<file path="config.mk">
export PLATFORM = sky130hd
export DESIGN_NAME = irq_route_bank
export DESIGN_NICKNAME = d
export VERILOG_FILES = /design/src/rtl/irb_pkg.sv /design/src/rtl/irb_ctl_regs.sv /design/src/rtl/irb_route.sv /design/src/rtl/irb_readmux.sv /design/src/rtl/irq_route_bank.sv
export SDC_FILE = /design/constraint.sdc
export NUM_CORES = 1
export LEC_CHECK = 0
export ABC_CLOCK_PERIOD_IN_PS = 2800
export BUFFER_PORTS_ARGS = -buffer_cell sky130_fd_sc_hd__buf_4
export CAP_MARGIN = 5
export CORE_MARGIN = 2
export CORE_UTILIZATION = 40
export CTS_CLUSTER_DIAMETER = 80
export DETAILED_ROUTE_END_ITERATION = 8
export MAX_ROUTING_LAYER = met4
export PLACE_DENSITY = 0.65
export SLEW_MARGIN = 20
export SYNTH_ARGS = -nofsm -noshare
export SYNTH_HDL_FRONTEND = slang
export SYNTH_SLANG_ARGS = --single-unit
</file>
<file path="constraint.sdc">
create_clock -name clk -period 2.8 [get_ports clk]
set_clock_uncertainty 0.05 [all_clocks]
set_input_delay 0.42 -clock clk [delete_from_list [all_inputs] [get_ports clk]]
set_output_delay 0.42 -clock clk [all_outputs]
set_load 0.05 [all_outputs]
</file>
<file path="src/rtl/irb_pkg.sv">
`timescale 1ns/1ps
package irb_pkg;

    localparam int BUS_AW   = 12;
    localparam int BUS_DW   = 32;
    localparam int ID_COUNT = 8;
    localparam int ID_IW    = $clog2(ID_COUNT);
    localparam logic [BUS_AW-1:0] ID_BASE = 12'hFE0;

    // Word offsets; software decodes these, so the values are fixed.
    typedef enum logic [3:0] {
        OFS_NSTAT = 4'd0,
        OFS_FSTAT = 4'd1,
        OFS_RAW   = 4'd2,
        OFS_ROUTE = 4'd3,
        OFS_ENSET = 4'd4,
        OFS_ENCLR = 4'd5,
        OFS_SWSET = 4'd6,
        OFS_SWCLR = 4'd7,
        OFS_LOCK  = 4'd8,
        OFS_NONE  = 4'd15
    } reg_sel_e;

    typedef struct packed {
        logic              sel;
        logic              wr;
        logic [BUS_AW-1:0] addr;
        logic [BUS_DW-1:0] wdata;
    } bus_req_t;

    function automatic reg_sel_e decode_ofs(input logic [BUS_AW-1:0] a);
        logic [BUS_AW-3:0] word;
        word = a[BUS_AW-1:2];
        if (word <= (BUS_AW-2)'(8))
            return reg_sel_e'(word[3:0]);
        return OFS_NONE;
    endfunction

    function automatic logic is_id_addr(input logic [BUS_AW-1:0] a);
        return a >= ID_BASE;
    endfunction

    function automatic logic [7:0] id_byte(input logic [ID_IW-1:0] i);
        case (i)
            3'd0:    return 8'h90;
            3'd1:    return 8'h11;
            3'd2:    return 8'h04;
            3'd3:    return 8'h00;
            3'd4:    return 8'h0D;
            3'd5:    return 8'hF0;
            3'd6:    return 8'h05;
            default: return 8'hB1;
        endcase
    endfunction

endpackage

</file>
<file path="src/rtl/irb_ctl_regs.sv">
`timescale 1ns/1ps
module irb_ctl_regs
    import irb_pkg::*;
#(
    parameter int NUM_SRC = 32
) (
    input  logic                clk,
    input  logic                rst,
    input  logic                wr_stb,
    input  reg_sel_e            wsel,
    input  logic [BUS_DW-1:0]   wdata,
    output logic [NUM_SRC-1:0]  en_q,
    output logic [NUM_SRC-1:0]  route_q,
    output logic [NUM_SRC-1:0]  sw_q,
    output logic                prot_q
);
    logic [NUM_SRC-1:0] wmask;
    assign wmask = wdata[NUM_SRC-1:0];

    always_ff @(posedge clk) begin
        if (rst) begin
            en_q    <= '0;
            route_q <= '0;
            sw_q    <= '0;
            prot_q  <= 1'b0;
        end else if (wr_stb) begin
            case (wsel)
                OFS_ROUTE: route_q <= wmask;
                OFS_ENSET: en_q    <= en_q | wmask;
                OFS_ENCLR: en_q    <= en_q & ~wmask;
                OFS_SWSET: sw_q    <= sw_q | wmask;
                OFS_SWCLR: sw_q    <= sw_q & ~wmask;
                OFS_LOCK:  prot_q  <= wdata[0];
                default:   ;
            endcase
        end
    end

    // set leaves all written ones high, clear drops them
    p_enset_r5: assert property (@(posedge clk) disable iff (rst)
        (wr_stb && wsel == OFS_ENSET) |=> ((en_q & $past(wmask)) == $past(wmask)));
    p_enclr_r5: assert property (@(posedge clk) disable iff (rst)
        (wr_stb && wsel == OFS_ENCLR) |=> ((en_q & $past(wmask)) == '0));

    p_swclr_r6: assert property (@(posedge clk) disable iff (rst)
        (wr_stb && wsel == OFS_SWCLR) |=> ((sw_q & $past(wmask)) == '0));
    // status and unmapped writes leave every register alone
    p_status_wr_ignored_r9: assert property (@(posedge clk) disable iff (rst)
        (wr_stb && (wsel == OFS_NSTAT || wsel == OFS_FSTAT || wsel == OFS_RAW || wsel == OFS_NONE))
        |=> ($stable(en_q) && $stable(route_q) && $stable(sw_q) && $stable(prot_q)));

endmodule

</file>
<file path="src/rtl/irb_route.sv">
`timescale 1ns/1ps
module irb_route #(
    parameter int NUM_SRC = 32
) (
    input  logic                clk,
    input  logic                rst,
    input  logic [NUM_SRC-1:0]  hw_lvl,
    input  logic [NUM_SRC-1:0]  sw_q,
    input  logic [NUM_SRC-1:0]  en_q,
    input  logic [NUM_SRC-1:0]  route_q,
    output logic [NUM_SRC-1:0]  raw,
    output logic [NUM_SRC-1:0]  nstat,
    output logic [NUM_SRC-1:0]  fstat,
    output logic                fast_req
);
    // One steering cell per source.
    for (genvar i = 0; i < NUM_SRC; i++) begin : g_src
        logic act;
        assign act      = hw_lvl[i] | sw_q[i];
        assign raw[i]   = act;
        assign nstat[i] = act & en_q[i] & ~route_q[i];
        assign fstat[i] = act & route_q[i];
    end

    assign fast_req = |fstat;

    // a routed hardware line reaches fast_req regardless of enable
    p_ungated_r3: assert property (@(posedge clk) disable iff (rst)
        (|(hw_lvl & route_q)) |-> fast_req);
    // normal path never carries a disabled or routed source
    p_irq_needs_en_r2: assert property (@(posedge clk) disable iff (rst)
        ((nstat & ~en_q) == '0) && ((nstat & route_q) == '0));
    // any hardware line shows in raw
    p_raw_cover_r1: assert property (@(posedge clk) disable iff (rst)
        ((raw & hw_lvl) == hw_lvl));

endmodule

</file>
<file path="src/rtl/irb_readmux.sv">
`timescale 1ns/1ps
module irb_readmux
    import irb_pkg::*;
#(
    parameter int NUM_SRC = 32
) (
    input  logic                clk,
    input  logic                rst,
    input  logic                rd_stb,
    input  reg_sel_e            rsel,
    input  logic                id_hit,
    input  logic [ID_IW-1:0]    id_idx,
    input  logic [NUM_SRC-1:0]  raw,
    input  logic [NUM_SRC-1:0]  nstat,
    input  logic [NUM_SRC-1:0]  fstat,
    input  logic [NUM_SRC-1:0]  en_q,
    input  logic [NUM_SRC-1:0]  route_q,
    input  logic [NUM_SRC-1:0]  sw_q,
    input  logic                prot_q,
    output logic [BUS_DW-1:0]   rdata
);
    function automatic logic [BUS_DW-1:0] widen(input logic [NUM_SRC-1:0] v);
        logic [BUS_DW-1:0] t;
        t = '0;
        t[NUM_SRC-1:0] = v;
        return t;
    endfunction

    always_comb begin
        rdata = '0;
        if (rd_stb) begin
            if (id_hit) begin
                rdata[7:0] = id_byte(id_idx);
            end else begin
                case (rsel)
                    OFS_NSTAT: rdata = widen(nstat);
                    OFS_FSTAT: rdata = widen(fstat);
                    OFS_RAW:   rdata = widen(raw);
                    OFS_ROUTE: rdata = widen(route_q);
                    OFS_ENSET: rdata = widen(en_q);
                    OFS_SWSET: rdata = widen(sw_q);
                    OFS_LOCK:  rdata[0] = prot_q;
                    default:   rdata = '0;
                endcase
            end
        end
    end

    // identification words never carry bits above the byte
    p_id_byte_r10: assert property (@(posedge clk) disable iff (rst)
        (rd_stb && id_hit) |-> (rdata[BUS_DW-1:8] == '0));
    // protection readback is a single bit
    p_lock_bit_r8: assert property (@(posedge clk) disable iff (rst)
        (rd_stb && !id_hit && rsel == OFS_LOCK) |-> (rdata[BUS_DW-1:1] == '0));

endmodule

</file>
<file path="src/rtl/irq_route_bank.sv">
`timescale 1ns/1ps
module irq_route_bank
    import irb_pkg::*;
#(
    parameter int NUM_SRC = 32
) (
    input  logic                clk,
    input  logic                rst,
    input  logic [NUM_SRC-1:0]  src_lvl,
    input  logic                bus_sel,
    input  logic                bus_wr,
    input  logic [11:0]         bus_addr,
    input  logic [31:0]         bus_wdata,
    output logic [31:0]         bus_rdata,
    output logic                fast_req,
    output logic [NUM_SRC-1:0]  irq_vec
);
    bus_req_t           req;
    reg_sel_e           sel_ofs;
    logic               id_hit;
    logic               wr_stb;
    logic               rd_stb;
    logic [NUM_SRC-1:0] en_q, route_q, sw_q;
    logic               prot_q;
    logic [NUM_SRC-1:0] raw, nstat, fstat;

    assign req     = '{sel: bus_sel, wr: bus_wr, addr: bus_addr, wdata: bus_wdata};
    assign id_hit  = is_id_addr(req.addr);
    assign sel_ofs = decode_ofs(req.addr);
    assign wr_stb  = req.sel & req.wr;
    assign rd_stb  = req.sel & ~req.wr;

    irb_ctl_regs #(.NUM_SRC(NUM_SRC)) u_regs (
        .clk     (clk),
        .rst     (rst),
        .wr_stb  (wr_stb),
        .wsel    (sel_ofs),
        .wdata   (req.wdata),
        .en_q    (en_q),
        .route_q (route_q),
        .sw_q    (sw_q),
        .prot_q  (prot_q)
    );

    irb_route #(.NUM_SRC(NUM_SRC)) u_route (
        .clk      (clk),
        .rst      (rst),
        .hw_lvl   (src_lvl),
        .sw_q     (sw_q),
        .en_q     (en_q),
        .route_q  (route_q),
        .raw      (raw),
        .nstat    (nstat),
        .fstat    (fstat),
        .fast_req (fast_req)
    );

    irb_readmux #(.NUM_SRC(NUM_SRC)) u_rd (
        .clk     (clk),
        .rst     (rst),
        .rd_stb  (rd_stb),
        .rsel    (sel_ofs),
        .id_hit  (id_hit),
        .id_idx  (req.addr[ID_IW+1:2]),
        .raw     (raw),
        .nstat   (nstat),
        .fstat   (fstat),
        .en_q    (en_q),
        .route_q (route_q),
        .sw_q    (sw_q),
        .prot_q  (prot_q),
        .rdata   (bus_rdata)
    );

    assign irq_vec = nstat;

    // one cycle after reset every control register is clear, so nothing is enabled
    p_reset_clear_r12: assert property (@(posedge clk) disable iff (rst)
        $past(rst) |-> (irq_vec == '0));

endmodule

</file>
==> impl_table.tex, run 1 <==
\begin{tabular}{lr}
\hline
Metric & Value \\
\hline
\multicolumn{2}{l}{\textbf{Synthesis}} \\
\quad Fraction of synthesized area in multiplexers & 0.177\% \\
\quad Number of cells produced by synthesis & 774 \\
\quad Xor/xnor cell area share of the yosys netlist & 0.155\% \\
\quad Count of state elements after synthesis & 97 \\
\quad Top flip-flop cell by instance count after synthesis & sky130\_fd\_sc\_hd\_\_dfxtp\_1 \\
\quad Library cells used by synthesis & 40 \\
\quad Arithmetic-cell share of the synthesized area counting full adders, half adders and majority gates & 0\% \\
\quad Yosys synthesis warning count & 0 \\
\quad Net count of the mapped netlist & 854 \\
\quad Cell types occupying the most area after synthesis & sky130\_fd\_sc\_hd\_\_dfxtp\_1 34\%, sky130\_fd\_sc\_hd\_\_a21oi\_1 13\%, sky130\_fd\_sc\_hd\_\_a211oi\_1 8.6\% \\
\quad Complex-gate fraction of the synthesized area & 36.4\% \\
\quad Post-synthesis sequential area ratio & 34.4\% \\
\quad Biggest area consumer among synthesized cells & sky130\_fd\_sc\_hd\_\_dfxtp\_1 \\
\quad Average cell area after synthesis & 7.30 um\^{}2 \\
\quad Share of synthesized flip-flops with an asynchronous set or reset & 0\% \\
\quad Share of Yosys cell area claimed by the top area cell type & 34.4\% \\
\quad Combined area of all synthesized cells & 5650 um\^{}2 \\
\quad Largest family of logic cells by synthesized area & compound AO/OA/AOI/OAI gates \\
\quad Area fraction in and, or, nand and nor cells after synthesis & 23.9\% \\
\quad EDFF count, synth & 0 \\
\multicolumn{2}{l}{\textbf{Clock tree}} \\
\quad CTS tree & yes \\
\quad Number of clock buffers inserted by TritonCTS & 9 \\
\quad \# H-tree levels & 3 \\
\quad Clock latency on the worst-skew pair & 360 ps \\
\quad Total setup buffers inserted after CTS & 0 \\
\quad Number of sinks on the clock net & 97 \\
\quad Buffer type at the clock tree root & sky130\_fd\_sc\_hd\_\_clkbuf\_16 \\
\quad Clock transition at the registers of the reported paths & 70 ps \\
\quad Post-CTS resize count & 0 \\
\quad Hold\_buf cts & 0 \\
\quad Bufs on Longest Clock Path & 2 \\
\multicolumn{2}{l}{\textbf{STA}} \\
\quad Final Max Slew Viols & 0 \\
\quad Portion of the clock cycle consumed by the worst path in the final layout & 94.1\% \\
\quad Maximum clock frequency & 380 MHz \\
\quad Setup violators final & 0 \\
\quad Slew HR & 29.2\% \\
\quad Worst slew pin tran & 1060 ps \\
\quad Post-layout min period & 2630 ps \\
\quad Least setup slack across all paths after layout & 166 ps \\
\quad Final hold vios & 0 \\
\quad Setup repair after global routing missed its margin & no \\
\multicolumn{2}{l}{\textbf{GRT}} \\
\quad Most Crowded Layer GR & met2 \\
\quad Wire length of the first global-routing pass & 31600 um \\
\quad Initial antenna violation count & 0 \\
\quad Vias in the first global route & 5925 \\
\quad Met1 routing resource usage after global routing & 37.5\% \\
\quad Maximum number of pins on one net before global-route repair & 98 \\
\quad GR Overflow Total & 0 \\
\quad GR Util met3 & 3.25\% \\
\quad Grt met2 use & 44.1\% \\
\quad Overall global routing resource usage & 28.1\% \\
\multicolumn{2}{l}{\textbf{Critical path}} \\
\quad CP Max Fanout & 7 \\
\quad Register-to-register setup slack & 1980 ps \\
\quad Data required time at the worst endpoint & 2330 ps \\
\quad Nature of the critical path endpoint & output port \\
\quad Crit path launch type & input port \\
\quad Crit path DAT & 2160 ps \\
\quad Worst Path Class, Setup & in -> out \\
\multicolumn{2}{l}{\textbf{Min path}} \\
\quad Hold Path Class & in -> reg \\
\multicolumn{2}{l}{\textbf{Die}} \\
\quad Core region area & 13800 um\^{}2 \\
\quad Die Wd & 123 um \\
\quad Initial cell density of the core & 40.9\% \\
\quad IO Count & 145 \\
\quad Row count & 43 \\
\quad Floorplan die area & 15100 um\^{}2 \\
\quad Vertical die dimension & 123 um \\
\multicolumn{2}{l}{\textbf{Final layout}} \\
\quad Area Overhead vs Synth & 30.8\% \\
\quad Most common cell after layout, fill and taps aside & sky130\_fd\_sc\_hd\_\_buf\_4 \\
\quad Most frequent cells in the layout & 165 x sky130\_fd\_sc\_hd\_\_buf\_4, 150 x sky130\_fd\_sc\_hd\_\_a21oi\_1, 110 x sky130\_fd\_sc\_hd\_\_nand2\_1, 97 x sky130\_fd\_sc\_hd\_\_dfxtp\_1, 64 x sky130\_fd\_sc\_hd\_\_a211oi\_1 \\
\quad Total number of nets in the final design & 978 \\
\quad Antenna diodes & 0 \\
\quad Filler cells & 1333 \\
\quad Layout cells sized above 1 & 24.7\% \\
\multicolumn{2}{l}{\textbf{Power}} \\
\quad Worst-case vdd ir drop & 0.265 mV \\
\quad Total power of the final layout & 2950 uW \\
\quad Leakage component of the power & 0.00256 uW \\
\quad Power per unit of standard cell area & 400 nW/um\^{}2 \\
\multicolumn{2}{l}{\textbf{Job}} \\
\quad Max-capacitance violation count & 0 \\
\multicolumn{2}{l}{\textbf{Place}} \\
\quad Minimum setup slack after placement & 175 ps \\
\quad Weighted congestion reported at the end of routability-driven placement & 0.884 \\
\quad Number of input and output port buffers inserted & 142 \\
\quad Detailed placement HPWL & 13600 um \\
\multicolumn{2}{l}{\textbf{Drt}} \\
\quad Post-detailed-route wirelength per cell & 18.9 um \\
\quad Number of search-and-repair iterations in the first detailed-routing pass & 5 \\
\quad Drc violations & 0 \\
\quad Initial DRC Count & 658 \\
\quad WL final & 20500 um \\
\quad Routed vias/inst & 6.01 \\
\quad Number of vias after detailed routing & 6504 \\
\quad Antenna Violating Nets Remaining & 0 \\
\multicolumn{2}{l}{\textbf{Outcome}} \\
\quad Outcome & finished clean \\
\hline
\end{tabular}
==> power breakdown <==
part	switching, uW	internal, uW	total, uW	leakage, uW
Sequential	0.418	1380	1380	0.000781
Clock	575	662	1240	0.000145
Combinational	204	133	337	0.00163
==> synthesized netlist by cell type, types with 3 or more instances <==
cell / number
sky130_fd_sc_hd__clkbuf_1: 41
sky130_fd_sc_hd__nand2_1: 110
sky130_fd_sc_hd__dfxtp_1: 97
sky130_fd_sc_hd__inv_1: 11
sky130_fd_sc_hd__buf_2: 15
sky130_fd_sc_hd__a21oi_1: 151
sky130_fd_sc_hd__nand4_1: 9
sky130_fd_sc_hd__or2_2: 19
sky130_fd_sc_hd__o21ai_0: 50
sky130_fd_sc_hd__nor3_1: 6
sky130_fd_sc_hd__a221oi_1: 8
sky130_fd_sc_hd__nand2b_1: 5
sky130_fd_sc_hd__a22oi_1: 6
sky130_fd_sc_hd__or3_1: 9
sky130_fd_sc_hd__o31ai_1: 20
sky130_fd_sc_hd__nor2b_1: 13
sky130_fd_sc_hd__nor3b_1: 25
sky130_fd_sc_hd__and2_1: 3
sky130_fd_sc_hd__nor2_1: 58
sky130_fd_sc_hd__o221ai_1: 4
sky130_fd_sc_hd__a32oi_1: 4
sky130_fd_sc_hd__a221o_1: 3
sky130_fd_sc_hd__a211oi_1: 65
sky130_fd_sc_hd__o32ai_1: 19
==> worst paths after layout <==
kind / to / cells past startpoint / from
min reg2reg: u_regs.route_q[2] / 2 / u_regs.route_q[2]
max reg2reg: register / 2 / register
min: register / 2 / bus_wdata[9]
max: bus_rdata[15] / 7 / bus_addr[6]
==> final cells by class <==
| type | instances | area, um^2 | area share, % |
|---|---|---|---|
| timing repair buffer | 171 | 1360 | 18.4 |
| sequential | 97 | 1940 | 26.3 |
| clock buffer | 12 | 256 | 3.47 |
| inverter | 12 | 45.0 | 0.610 |
| clock inverter | 4 | 33.8 | 0.457 |
| multi-input combinational | 607 | 3530 | 47.7 |
| tap | 180 | 225 | 3.05 |
==> routing by layer <==
metal,part of all wire (%),up-vias
met3,7.0,31
met2,48,281
met1,43,3062
met4,1.8,0
met5,0,-
li1,-,3130
==> metrics by stage <==
stage	hold slack (ps)	TNS [ps]	instances	utilization (%)	area (um^2)
6_report	216	0	1083	53.4	7390
5_1_grt	221	0	1083	53.4	7390
4_1_cts	208	0	1083	53.4	7390
3_5_place_dp	401	0	1067	51.3	7100
3_3_place_gp	391	0	1067	51.3	7100
2_1_floorplan	382	-4060	774	-	5730
==> critical path, stage by stage <==
cell                      delay [ps]
sky130_fd_sc_hd__buf_4           120
sky130_fd_sc_hd__nor4_4          310
sky130_fd_sc_hd__nand3_1         200
sky130_fd_sc_hd__or3_1           490
sky130_fd_sc_hd__buf_4           220
sky130_fd_sc_hd__o32ai_1         140
sky130_fd_sc_hd__buf_4           260
==> logic make-up after synthesis <==
family / count (synthesis)
compound gates: 334
xor+xnor: 1
buf+inv: 70
flops: 97
mux: 1
simple gates: 271
(Power assumes the default switching activity.)
==> run 2, diff against run 1 <==
--- a/config.mk
+++ b/config.mk
@@ -14,6 +14,7 @@
 export DETAILED_ROUTE_END_ITERATION = 8
 export MAX_ROUTING_LAYER = met4
 export PLACE_DENSITY = 0.65
+export RECOVER_POWER = 100
 export SLEW_MARGIN = 20
 export SYNTH_ARGS = -nofsm -noshare
 export SYNTH_HDL_FRONTEND = slang
==> impl_table.tex, run 2 (synthesis results as in run 1) <==
\begin{tabular}{lr}
\hline
Metric & Value \\
\hline
\multicolumn{2}{l}{\textbf{Job}} \\
\quad Max-capacitance violation count & 0 \\
\multicolumn{2}{l}{\textbf{Die}} \\
\quad Floorplan die area & 15100 um\^{}2 \\
\quad IO Count & 145 \\
\quad Die Wd & 123 um \\
\quad Core region area & 13800 um\^{}2 \\
\quad Initial cell density of the core & 40.9\% \\
\quad Row count & 43 \\
\quad Vertical die dimension & 123 um \\
\multicolumn{2}{l}{\textbf{Place}} \\
\quad Placed Instances & 1067 \\
\quad Weighted congestion reported at the end of routability-driven placement & 0.884 \\
\quad Detailed placement HPWL & 13600 um \\
\quad Minimum setup slack after placement & 175 ps \\
\quad Number of input and output port buffers inserted & 142 \\
\multicolumn{2}{l}{\textbf{Clock tree}} \\
\quad Clock latency on the worst-skew pair & 360 ps \\
\quad Clock transition at the registers of the reported paths & 70 ps \\
\quad Bufs on Longest Clock Path & 2 \\
\quad Number of clock buffers inserted by TritonCTS & 9 \\
\quad Number of sinks on the clock net & 97 \\
\quad Hold\_buf cts & 0 \\
\quad Post-CTS resize count & 0 \\
\quad Total setup buffers inserted after CTS & 0 \\
\quad \# H-tree levels & 3 \\
\quad Buffer type at the clock tree root & sky130\_fd\_sc\_hd\_\_clkbuf\_16 \\
\quad CTS tree & yes \\
\multicolumn{2}{l}{\textbf{Critical path}} \\
\quad Peak per-stage delay on the critical path & 320 ps \\
\quad CP Max Fanout & 4 \\
\quad Buffering stage count on the worst path with inverters included & 4 \\
\quad Register-to-register setup slack & 1960 ps \\
\quad Data required time at the worst endpoint & 2330 ps \\
\quad Capture point of the worst path & bus\_rdata[0] \\
\quad Critical path's most frequent cell & sky130\_fd\_sc\_hd\_\_clkbuf\_1 \\
\quad Crit path launch type & input port \\
\quad Worst Path Class, Setup & in -> out \\
\quad Stages on worst setup path & 9 \\
\quad Number of cells traversed by the worst register-to-register path & 2 \\
\quad Crit path DAT & 2240 ps \\
\quad Worst setup path startpoint & bus\_addr[6] \\
\quad Critical Path, Cell by Cell & clkbuf\_1 > nor4\_4 > clkbuf\_1 > nand2\_2 > nor3\_1 > buf\_4 > a21oi\_1 > o22ai\_1 > buf\_2 \\
\quad Slowest stage cell, crit path & sky130\_fd\_sc\_hd\_\_nor4\_4 \\
\quad Nature of the critical path endpoint & output port \\
\quad Kind of cell adding the most delay to the critical path & buffers and inverters \\
\multicolumn{2}{l}{\textbf{STA}} \\
\quad Setup repair after global routing missed its margin & no \\
\quad Least setup slack across all paths after layout & 92.3 ps \\
\quad Setup violators final & 0 \\
\quad Final Max Slew Viols & 0 \\
\quad Portion of the clock cycle consumed by the worst path in the final layout & 96.7\% \\
\quad Hold slack final & 218 ps \\
\quad Worst slew pin tran & 1080 ps \\
\quad Slew HR & 28.2\% \\
\quad Post-layout min period & 2710 ps \\
\quad Final hold vios & 0 \\
\quad Total Neg Setup Slack & 0 ps \\
\quad Maximum clock frequency & 369 MHz \\
\multicolumn{2}{l}{\textbf{Power}} \\
\quad Leakage component of the power & 0.00238 uW \\
\quad Power per unit of standard cell area & 411 nW/um\^{}2 \\
\quad Worst-case vdd ir drop & 0.262 mV \\
\multicolumn{2}{l}{\textbf{Final layout}} \\
\quad Number of non-filler instances in the completed layout & 1083 \\
\quad Layout cells sized above 1 & 20.5\% \\
\quad Total number of nets in the final design & 978 \\
\quad Area Overhead vs Synth & 26.9\% \\
\quad Most frequent cells in the layout & 150 x sky130\_fd\_sc\_hd\_\_a21oi\_1, 110 x sky130\_fd\_sc\_hd\_\_nand2\_1, 99 x sky130\_fd\_sc\_hd\_\_buf\_4, 97 x sky130\_fd\_sc\_hd\_\_dfxtp\_1, 64 x sky130\_fd\_sc\_hd\_\_a211oi\_1 \\
\quad Most common cell after layout, fill and taps aside & sky130\_fd\_sc\_hd\_\_a21oi\_1 \\
\quad Utilization after layout & 51.9\% \\
\quad Antenna diodes & 0 \\
\multicolumn{2}{l}{\textbf{Drt}} \\
\quad Number of search-and-repair iterations in the first detailed-routing pass & 6 \\
\quad Post-detailed-route wirelength per cell & 19.0 um \\
\quad Drc violations & 0 \\
\quad Initial DRC Count & 638 \\
\quad WL final & 20500 um \\
\quad Number of vias after detailed routing & 6520 \\
\quad Antenna Violating Nets Remaining & 0 \\
\quad Routed vias/inst & 6.02 \\
\multicolumn{2}{l}{\textbf{GRT}} \\
\quad Overall global routing resource usage & 28.1\% \\
\quad Vias in the first global route & 5925 \\
\quad Initial antenna violation count & 0 \\
\quad Wire length of the first global-routing pass & 31600 um \\
\quad GR Overflow Total & 0 \\
\quad Maximum number of pins on one net before global-route repair & 98 \\
\multicolumn{2}{l}{\textbf{Outcome}} \\
\quad Outcome & finished clean \\
\multicolumn{2}{l}{\textbf{Min path}} \\
\quad Hold Path Class & in -> reg \\
\hline
\end{tabular}
[run 2: how the worst min path moves through the flow]
stage / depth (start not counted) / slack, ps / startpoint / endpoint
detailed placement: 2 / 400 / u_regs.route_q[2] / u_regs.route_q[2]
finish: 2 / 220 / bus_wdata[9] / register
floorplan: 2 / 380 / u_regs.route_q[2] / u_regs.route_q[2]
global route: 2 / 220 / bus_wdata[14] / register
global placement: 2 / 390 / u_regs.route_q[7] / u_regs.route_q[7]
CTS: 2 / 210 / bus_wdata[9] / register
[run 2: power by group]
group | switching (uW) | leakage, uW | internal (uW)
registers | 0.415 | 0.000781 | 1380
logic | 203 | 0.00146 | 132
clock network | 570 | 0.000145 | 662
total | 773 | 0.00238 | 2170
[run 2: area by class of cell]
class | instances | area, um^2
clock buffers | 12 | 256
clock inverters | 4 | 33.8
fillers | 1377 | 6650
inverters | 12 | 45.0
multi-input cells | 607 | 3520
flip-flops and latches | 97 | 1940
well taps | 180 | 225
repair buffers | 171 | 1150
[run 2: stage by stage]
| step | power (uW) | instance area (um^2) |
|---|---|---|
| 6_report | 2950 | 7170 |
| 5_1_grt | 3060 | 7170 |
| 4_1_cts | 2970 | 7390 |
| 3_5_place_dp | 1740 | 7100 |
| 3_3_place_gp | 1730 | 7100 |
| 2_1_floorplan | 1560 | 5730 |
[run 2: layer usage]
layer	up-vias	wire length [um]	global-route usage, %
met3	28	1500	3.25
met1	3061	8840	37.5
met5	-	0	-
met2	293	9840	44.1
li1	3138	-	-
met4	0	352	9.48
